===== src/rtl/rtm_pkg.sv =====
package rtm_pkg;
  typedef enum logic {
    MODE_STD  = 1'b0,
    MODE_FALL = 1'b1
  } mode_e;
endpackage


===== src/rtl/rtm_store.sv =====
module rtm_store #(
  parameter int DW = 16,
  parameter int AW = 7
) (
  input  logic          clk,
  input  logic          we,
  input  logic [AW-1:0] waddr,
  input  logic [DW-1:0] wdata,
  input  logic [AW-1:0] raddr,
  output logic [DW-1:0] rdata
);
  localparam int DEPTH = 1 << AW;

  logic [DW-1:0] cells [DEPTH];

  always_ff @(posedge clk) begin
    if (we) cells[waddr] <= wdata;
  end

  assign rdata = cells[raddr];
endmodule


===== src/rtl/rtm_wr_side.sv =====
module rtm_wr_side #(
  parameter int AW = 7
) (
  input  logic        clk,
  input  logic        clr_n,
  input  logic        wr_en,
  input  logic        rt_mode,
  input  logic [AW:0] mark_ptr,
  input  logic [AW:0] rptr,
  output logic [AW:0] wptr,
  output logic [AW:0] level,
  output logic [AW:0] span,
  output logic        wr_block,
  output logic        wr_fire
);
  localparam int PW    = AW + 1;
  localparam int DEPTH = 1 << AW;
  localparam logic [PW-1:0] FULL_LVL = PW'(DEPTH);
  localparam logic [PW-1:0] PIN_LIM  = PW'(DEPTH - 1);

  assign level    = wptr - rptr;
  assign span     = wptr - mark_ptr;
  assign wr_block = (level == FULL_LVL) || (rt_mode && (span >= PIN_LIM));
  assign wr_fire  = clr_n && wr_en && !wr_block;

  always_ff @(posedge clk) begin
    if (!clr_n)       wptr <= '0;
    else if (wr_fire) wptr <= wptr + PW'(1);
  end
endmodule


===== src/rtl/rtm_rd_side.sv =====
module rtm_rd_side #(
  parameter int DW = 16,
  parameter int AW = 7
) (
  input  logic          clk,
  input  logic          clr_n,
  input  logic          fall,
  input  logic          rd_en,
  input  logic [AW:0]   level,
  input  logic          rt_busy,
  input  logic          rewind_go,
  input  logic [AW:0]   mark_ptr,
  input  logic [DW-1:0] mem_rdata,
  output logic [AW:0]   rptr,
  output logic [DW-1:0] q,
  output logic          q_valid,
  output logic          q_has
);
  localparam int PW = AW + 1;

  logic have_word;
  logic std_load;
  logic fall_load;
  logic load;

  assign have_word = (level != '0);
  assign std_load  = !fall && rd_en && have_word && !rt_busy;
  assign fall_load = fall && (!q_valid || rd_en) && have_word;
  assign load      = !rewind_go && (std_load || fall_load);

  always_ff @(posedge clk) begin
    if (!clr_n) begin
      rptr    <= '0;
      q       <= '0;
      q_valid <= 1'b0;
      q_has   <= 1'b0;
    end else if (rewind_go) begin
      rptr <= mark_ptr;
      if (fall) q_valid <= 1'b0;
    end else if (load) begin
      q       <= mem_rdata;
      rptr    <= rptr + PW'(1);
      q_has   <= 1'b1;
      q_valid <= fall;
    end else if (fall && rd_en && q_valid) begin
      q_valid <= 1'b0;
    end
  end
endmodule


===== src/rtl/rtm_mark_ctl.sv =====
module rtm_mark_ctl #(
  parameter int AW      = 7,
  parameter int MIN_GAP = 64
) (
  input  logic        clk,
  input  logic        clr_n,
  input  logic        fall,
  input  logic        mark_hold,
  input  logic        rewind_n,
  input  logic        rd_en,
  input  logic [AW:0] rptr,
  input  logic [AW:0] level,
  input  logic [AW:0] span,
  input  logic        wr_fire,
  input  logic        q_has,
  input  logic        q_valid,
  output logic        rt_mode,
  output logic        rt_busy,
  output logic [AW:0] mark_ptr,
  output logic        mark_go,
  output logic        rewind_go
);
  localparam int PW    = AW + 1;
  localparam int DEPTH = 1 << AW;
  localparam logic [PW:0]   ROOM_LIM = (PW+1)'(DEPTH - 2);
  localparam logic [PW-1:0] GAP_LIM  = PW'(MIN_GAP);

  logic        data_ok;
  logic        room_ok;
  logic [PW:0] level_next;

  assign data_ok    = fall ? q_valid : (q_has && (level != '0) && !rt_busy);
  assign level_next = {1'b0, level} + {{PW{1'b0}}, wr_fire};
  assign room_ok    = (level_next <= ROOM_LIM);
  assign mark_go    = clr_n && mark_hold && !rt_mode && data_ok && room_ok;
  assign rewind_go  = clr_n && !rewind_n && mark_hold && rt_mode && !rd_en &&
                      !rt_busy && (span >= GAP_LIM);

  always_ff @(posedge clk) begin
    if (!clr_n) begin
      rt_mode  <= 1'b0;
      rt_busy  <= 1'b0;
      mark_ptr <= '0;
    end else begin
      rt_mode <= mark_hold && (rt_mode || mark_go);
      rt_busy <= rewind_go;
      if (mark_go) mark_ptr <= rptr - PW'(1);
    end
  end
endmodule


===== src/rtl/rtm_fifo.sv =====
module rtm_fifo
  import rtm_pkg::*;
#(
  parameter int DW      = 16,
  parameter int AW      = 7,
  parameter int MIN_GAP = 64
) (
  input  logic          clk,
  input  logic          mrst_n,
  input  logic          prst_n,
  input  logic          fall_strap,
  input  logic          wr_en,
  input  logic [DW-1:0] wr_data,
  input  logic          rd_en,
  input  logic          mark_hold,
  input  logic          rewind_n,
  output logic [DW-1:0] rd_data,
  output logic          empty_n,
  output logic          full_n,
  output logic          out_valid,
  output logic          in_ready
);
  localparam int PW = AW + 1;

  mode_e         mode_q;
  logic          fall;
  logic          clr_n;
  logic [PW-1:0] wptr, rptr, mark_ptr, level, span;
  logic          wr_block, wr_fire;
  logic          rt_mode, rt_busy, mark_go, rewind_go;
  logic          q_valid, q_has;
  logic [DW-1:0] mem_rdata;

  assign clr_n = mrst_n & prst_n;

  always_ff @(posedge clk) begin
    if (!mrst_n) mode_q <= fall_strap ? MODE_FALL : MODE_STD;
  end

  assign fall = (mode_q == MODE_FALL);

  rtm_store #(.DW(DW), .AW(AW)) u_store (
    .clk   (clk),
    .we    (wr_fire),
    .waddr (wptr[AW-1:0]),
    .wdata (wr_data),
    .raddr (rptr[AW-1:0]),
    .rdata (mem_rdata)
  );

  rtm_wr_side #(.AW(AW)) u_wr (
    .clk      (clk),
    .clr_n    (clr_n),
    .wr_en    (wr_en),
    .rt_mode  (rt_mode),
    .mark_ptr (mark_ptr),
    .rptr     (rptr),
    .wptr     (wptr),
    .level    (level),
    .span     (span),
    .wr_block (wr_block),
    .wr_fire  (wr_fire)
  );

  rtm_rd_side #(.DW(DW), .AW(AW)) u_rd (
    .clk       (clk),
    .clr_n     (clr_n),
    .fall      (fall),
    .rd_en     (rd_en),
    .level     (level),
    .rt_busy   (rt_busy),
    .rewind_go (rewind_go),
    .mark_ptr  (mark_ptr),
    .mem_rdata (mem_rdata),
    .rptr      (rptr),
    .q         (rd_data),
    .q_valid   (q_valid),
    .q_has     (q_has)
  );

  rtm_mark_ctl #(.AW(AW), .MIN_GAP(MIN_GAP)) u_mark (
    .clk       (clk),
    .clr_n     (clr_n),
    .fall      (fall),
    .mark_hold (mark_hold),
    .rewind_n  (rewind_n),
    .rd_en     (rd_en),
    .rptr      (rptr),
    .level     (level),
    .span      (span),
    .wr_fire   (wr_fire),
    .q_has     (q_has),
    .q_valid   (q_valid),
    .rt_mode   (rt_mode),
    .rt_busy   (rt_busy),
    .mark_ptr  (mark_ptr),
    .mark_go   (mark_go),
    .rewind_go (rewind_go)
  );

  assign empty_n   = !fall && (level != '0) && !rt_busy;
  assign full_n    = !fall && !wr_block;
  assign out_valid = fall && q_valid;
  assign in_ready  = fall && !wr_block;
endmodule


===== config.mk =====
export PLATFORM = sky130hd
export DESIGN_NAME = rtm_fifo
export DESIGN_NICKNAME = d
export VERILOG_FILES = /design/src/rtl/rtm_pkg.sv /design/src/rtl/rtm_store.sv /design/src/rtl/rtm_wr_side.sv /design/src/rtl/rtm_rd_side.sv /design/src/rtl/rtm_mark_ctl.sv /design/src/rtl/rtm_fifo.sv
export SDC_FILE = /design/constraint.sdc
export NUM_CORES = 2
export LEC_CHECK = 0
export CAP_MARGIN = 15
export CORE_MARGIN = 3
export CORE_UTILIZATION = 42
export CTS_CLUSTER_DIAMETER = 120
export CTS_CLUSTER_SIZE = 40
export DETAILED_ROUTE_END_ITERATION = 8
export HOLD_SLACK_MARGIN = 0.03
export PLACE_DENSITY = 0.57
export SETUP_SLACK_MARGIN = 0.5
export SYNTH_ARGS = -nofsm -noshare
export SYNTH_HDL_FRONTEND = slang
export SYNTH_HIERARCHICAL = 1
export SYNTH_SLANG_ARGS = --single-unit

===== constraint.sdc =====
create_clock -name clk -period 8 [get_ports clk]
set_input_delay 1.2 -clock clk [delete_from_list [all_inputs] [get_ports clk]]
set_output_delay 1.2 -clock clk [all_outputs]
set_load 0.05 [all_outputs]

# Word level (Yosys, flattened, before mapping)
# Memories as Yosys holds them, arrays and structs flattened. A register that Yosys moved wholly into a read port is not among the register bits.
# Cells that the tools add are included.
# totals
reg_bits	29
mem_bits_rw	2048
out_inout_bits	20
word_cells	79
mem_count	1
# memory_table
name	words	width	read_ports	rd_ports_with_merged_regs	wr	line_no	rtl
u_store.cells	128	16	1	1	1	rtm_store.sv:14	logic [DW-1:0] cells [DEPTH];
# op_classes
n_addsub	6
n_lt_le_gt_ge	3
n_eq_ne	2
mux	10
bitwise_logic	2
reduce_logical	47
# op_table
operator	n
1-bit logical AND	29
8-bit by 1-bit adder with 8-bit output, second input constant	2
8-bit by 7-bit >= comparator with 1-bit output, second input constant	2
8-bit two-way mux	2
8-bit subtractor	2
8-bit by 1-bit adder with 9-bit output	1
9-bit by 7-bit less-or-equal comparator with 1-bit output, second input constant	1
1-bit zero test	9
8-bit equality test, second input constant	1
1-bit two-way mux	8
8-bit nonzero test	1
8-bit by 1-bit subtractor with 8-bit output, second input constant	1
1-bit logical OR	4
2-bit AND reduction	2
3-bit nonzero test	1
2-bit != test, second input constant	1
2-bit nonzero test	1
1-bit bitwise AND	1
1-bit inverter	1

# Logic depth before layout (Yosys ltp)
# depth
depth_word	11
mapped_depth	20
depth_no_buf	18

# By module
# The synthesis kept the hierarchy.
# modules_own_cells
mod	instances	cells_each	area_each_um2	seq_area_each_um2
rtm_store	1	3070	78202.5	61499.0
rtm_rd_side	1	149	1278.7	520.5
rtm_wr_side	1	151	1113.6	160.2
rtm_mark_ctl	1	83	665.6	200.2
rtm_fifo	1	9	76.3	30.0

# Worst setup path before layout
# No wires, ideal clock.
# synth_path
path_kind	register to register
startpoint	register u_wr.wptr[0]
endpoint	memory u_store.cells[98][0] (enable)
setup_ns	0.409
t_arrival_ns	4.184
required_time_ns	7.591
setup_slack_ns	3.406
path_stages_with_launch	16
path_buffers	2
period_less_slack_ns	4.594
path_cell_list	dfxtp_1 > inv_1 > ha_1 > inv_1 > fa_1 > a211oi_1 > o21bai_1 > a21oi_1 > xnor2_1 > and3_4 > a311o_1 > buf_6 > nor3_1 > clkbuf_1 > nand4_1 > nor3_1
# synth_via
elab_chain_cells	8
# synth_lines
element	line_no	rtl
from (decl)	rtm_wr_side.sv:10	output logic [AW:0] wptr,
from (signal assigned)	rtm_wr_side.sv:28	else if (wr_fire) wptr <= wptr + PW'(1);
8-bit subtractor	rtm_wr_side.sv:22	assign span = wptr - mark_ptr;
net span[6]	rtm_fifo.sv:28	logic [PW-1:0] wptr, rptr, mark_ptr, level, span;
8-bit by 7-bit >= comparator with 1-bit output	rtm_wr_side.sv:23	assign wr_block = (level == FULL_LVL) || (rt_mode && (span >= PIN_LIM));
1-bit logical AND	rtm_wr_side.sv:23	
1-bit logical OR	rtm_wr_side.sv:23	
net wr_block	rtm_fifo.sv:29	logic wr_block, wr_fire;
1-bit zero test	rtm_wr_side.sv:24	assign wr_fire = clr_n && wr_en && !wr_block;
1-bit logical AND	rtm_wr_side.sv:24	
net wr_fire	rtm_fifo.sv:29	
1-bit two-way mux	rtm_store.sv:17	if (we) cells[waddr] <= wdata;
1-bit two-way mux (not written as such)	rtm_store.sv:17	
to (decl)	rtm_store.sv:14	
# The timed path passes the listed nets, and every way through them passes these cells.

# Final worst setup path
# layout_path
startpoint	register u_rd.rptr[2]
endpoint	output empty_n
# layout_via
elab_chain_cells	4
# layout_lines
element	line_no	rtl
from (decl)	rtm_rd_side.sv:14	output logic [AW:0] rptr,
from (signal assigned)	rtm_rd_side.sv:38	rptr <= mark_ptr;
from (signal assigned)	rtm_rd_side.sv:42	rptr <= rptr + PW'(1);
8-bit subtractor	rtm_wr_side.sv:21	assign level = wptr - rptr;
net level[7]	rtm_fifo.sv:28	
8-bit nonzero test	rtm_fifo.sv:101	assign empty_n = !fall && (level != '0) && !rt_busy;
1-bit logical AND (2 in a row)	rtm_fifo.sv:101	
to (decl)	rtm_fifo.sv:18	output logic empty_n,
# The timed path passes the listed nets, and every way through them passes these cells.

==> impl_metrics.sql <==
INSERT INTO impl_metrics (metric_group, metric, value, unit) VALUES
('critical_path', 'crit_arrival', '5.04', 'ns'),
('synthesis', 'synth.yosys.warnings', '6', ''),
('route', 'first_iter_violations', '4460', ''),
('critical_path', 'critPathKind', 'register to output port', ''),
('critical_path', 'critPathMaxStageDelay', '0.96', 'ns'),
('pwr', 'ir_worst_vdd', '0.1808', 'mV'),
('route', 'dr_total_vias', '36590', ''),
('clock_tree', 'cts_tree', 'done', ''),
('route', 'routed_via_density', '5.992', ''),
('timing', 'timing.final.max_slew_violations', '0', ''),
('synthesis', 'syn_nets', '3507', ''),
('route', 'drtAntennaViolNets', '0', ''),
('place', 'dpl.hpwl', '116700', 'µm'),
('pwr', 'leakage', '0.02511', 'µW'),
('clock_tree', 'cts_post_setup_buffers_inserted', '0', ''),
('global_route', 'wire_length_of_the_first_global_routing_pass', '280900', 'µm'),
('final_layout', 'area_of_the_multi_input_gates', '18210', 'µm²'),
('floorplanning', 'design.die.area', '199000', 'µm²'),
('global_route', 'grt_start_max_net_pins', '137', ''),
('timing', 'whs', '0.5022', 'ns'),
('clock_tree', 'cts.clk_slew.worst_paths', '0.13', 'ns'),
('global_route', 'first_global_vias', '36490', ''),
('critical_path', 'crit_top_cell', 'a21oi_2', ''),
('timing', 'report.final.hold_viol_count', '0', ''),
('route', 'routed_wirelength', '196600', 'µm'),
('synthesis', 'synthesis.instances', '3461', ''),
('route', 'drc_errors_left', '0', ''),
('clock_tree', 'clk_latency', '0.78', 'ns'),
('final_layout', 'relative_area_change_from_synthesis_to_final_layout', '7.466', '%'),
('timing', 'slew-limit-headroom', '0.1701', ''),
('final_layout', 'drive_gt1_frac', '0.2881', ''),
('clock_tree', 'tritoncts_num_sinks', '2093', ''),
('clock_tree', 'cts-root-to-sink-buffers', '3', ''),
('timing', 'worst_pin_slew', '1.245', 'ns'),
('route', 'drt_pass1_iterations', '5', ''),
('route', 'routed_wire_length_per_instance', '32.20', 'µm'),
('pwr', 'p_per_area', '209.1', 'nW/µm²'),
('timing', 'final.period_utilization', '0.7805', ''),
('clock_tree', 'cts-buffers-inserted', '59', ''),
('timing', 'finalSetupViolations', '0', ''),
('timing', 'timing.final.ws_setup', '1.756', 'ns'),
('place', 'placement.io_buffers', '43', ''),
('clock_tree', 'ctsResizeCount', '0', ''),
('global_route', 'number_of_antenna_violations_at_the_first_check_in_global_routing', '17', ''),
('critical_path', 'critical_path.cell_chain', 'inv_1 > ha_1 > o21ai_1 > a21oi_2 > a311o_1 > a21oi_2 > xnor2_1 > nor4_1 > a211oi_1 > clkdlybuf4s50_1', ''),
('global_route', 'globalRouteOverflowTotal', '0', ''),
('synthesis', 'synth_area', '81330', 'µm²'),
('place', 'finalWeightedCongestion', '0.8694', ''),
('critical_path', 'timing.critical_path.required', '6.80', 'ns'),
('min_path', 'worstHoldPathType', 'register to register', ''),
('floorplanning', 'boundaryPins', '44', ''),
('floorplanning', 'fp.coreArea', '191400', 'µm²'),
('floorplanning', 'chipHeight', '446.1', 'µm'),
('critical_path', 'end_kind', 'output port', ''),
('critical_path', 'slowest_stage', 'clkdlybuf4s50_1', ''),
('final_layout', 'n_fill_cell', '15800', ''),
('floorplanning', 'floorplan.initialDensity', '0.4250', ''),
('timing', 'worst_clock_skew', '0.05065', 'ns'),
('timing', 'grt_setup_unrepaired', 'false', ''),
('clock_tree', 'postCtsHoldBufs', '0', ''),
('place', 'post-place-ws', '2.031', 'ns'),
('critical_path', 'cp-start-kind', 'register', ''),
('final_layout', 'nets', '3606', ''),
('final_layout', 'seq_area', '62430', 'µm²'),
('floorplanning', 'die_w', '446.1', 'µm'),
('clock_tree', 'cts-root-buf', 'clkbuf_16', ''),
('synthesis', 'synthesis.area_per_instance', '23.50', 'µm²'),
('timing', 'fmax', '0.1601', 'GHz'),
('global_route', 'grt_util_all_layers', '0.1974', ''),
('floorplanning', 'std_cell_rows', '160', ''),
('flow_run', 'drv.max_cap_violation_count', '0', ''),
('timing', 'timing.final.crit_period', '6.244', 'ns'),
('clock_tree', 'htreeDepth', '2', ''),
('critical_path', 'cp_max_fo', '43', ''),
('timing', 'tns', '0', 'ns'),
('outcome', 'outcome', 'complete, no violations', '');
-- state kept, by name, summed over array words and instances (netlist names) --
name and flops:
u_store/cells 2048, u_rd/q 16, u_wr/wptr 8, u_rd/q_has 1
fall 1, u_mark/mark_ptr 8, u_rd/q_valid 1, u_mark/rt_mode 1
u_mark/rt_busy 1, u_rd/rptr 8
-- critical path: cells and delay by family (launching register included) --
family | cells | cell delay (ns)
AO/OA/AOI/OAI | 5 | 1.52
XOR/XNOR | 1 | 0.30
adder cells (fa/ha/maj) | 1 | 0.36
buffers and inverters | 2 | 1.07
flip-flops | 1 | 0.84
AND/OR/NAND/NOR | 1 | 0.19
-- layout make-up --
type,instances,area share
inverter,33,0.001417
tap,2511,0.03594
antenna,6,0.0001718
clock buffer,82,0.01824
multi-input combinational,1152,0.2083
sequential,2093,0.7142
clock inverter,8,0.001160
timing repair buffer,221,0.02056
-- path summary, 6_finish.rpt --
kind | slack (ns) | start | end | cells past startpoint
hold reg to reg | 0.50 | u_mark/mark_ptr[1] | u_mark/mark_ptr[1] | 2
setup / recovery | 1.76 | u_rd/rptr[2] | empty_n | 10
setup reg to reg | 1.97 | u_rd/rptr[2] | u_store/cells[63][13] | 12
hold / removal | 0.50 | u_mark/mark_ptr[1] | u_mark/mark_ptr[1] | 2
-- stage by stage --
stage / cells / util / instance area, µm² / total power [µW]
floorplan: 3461 / - / 81330 / 13410
global placement: 6007 / 0.4476 / 85660 / 14020
detailed placement: 6009 / 0.4477 / 85680 / 14030
CTS: 6099 / 0.4565 / 87380 / 18460
global route: 6100 / 0.4566 / 87390 / 18880
finish: 6106 / 0.4567 / 87410 / 18280
-- per-layer routing --
layer	GRT usage	vias up	part of all wire
li1	-	14870	-
met1	0.2979	20400	0.44
met2	0.3109	1172	0.47
met3	0.02714	139	0.066
met4	0.03976	0	0.020
met5	0	-	0
-- placed cells by master (no fill, tap or decap), types with 8 or more instances in the layout --
master           count
nor2_1              85
a21oi_1             33
mux2i_1              9
mux2_2              16
clkbuf_16           60
o21ai_0             23
clkbuf_1            21
nand4_1             27
buf_4              188
nand3_1             20
clkdlybuf4s50_1     27
mux4_2             672
or3_1                9
nor2_2              55
nor2b_1             11
nand2b_1             8
xnor2_1             10
nand2_1             38
dfxtp_1             38
nor3_2              10
or4_1                8
ha_1                20
nor3_1               9
edfxtp_1          2049
a31oi_1              9
o31ai_1             21
inv_1               32
-- where the power goes --
part	leakage [µW]	internal [µW]	total, µW	switching, µW
sequential	0.0188	12000	12100	52.7
clock	0.000823	1440	4530	3090
combinational	0.00552	724	1660	940
total	0.0251	14200	18300	4080
(Power assumes the default switching activity.)
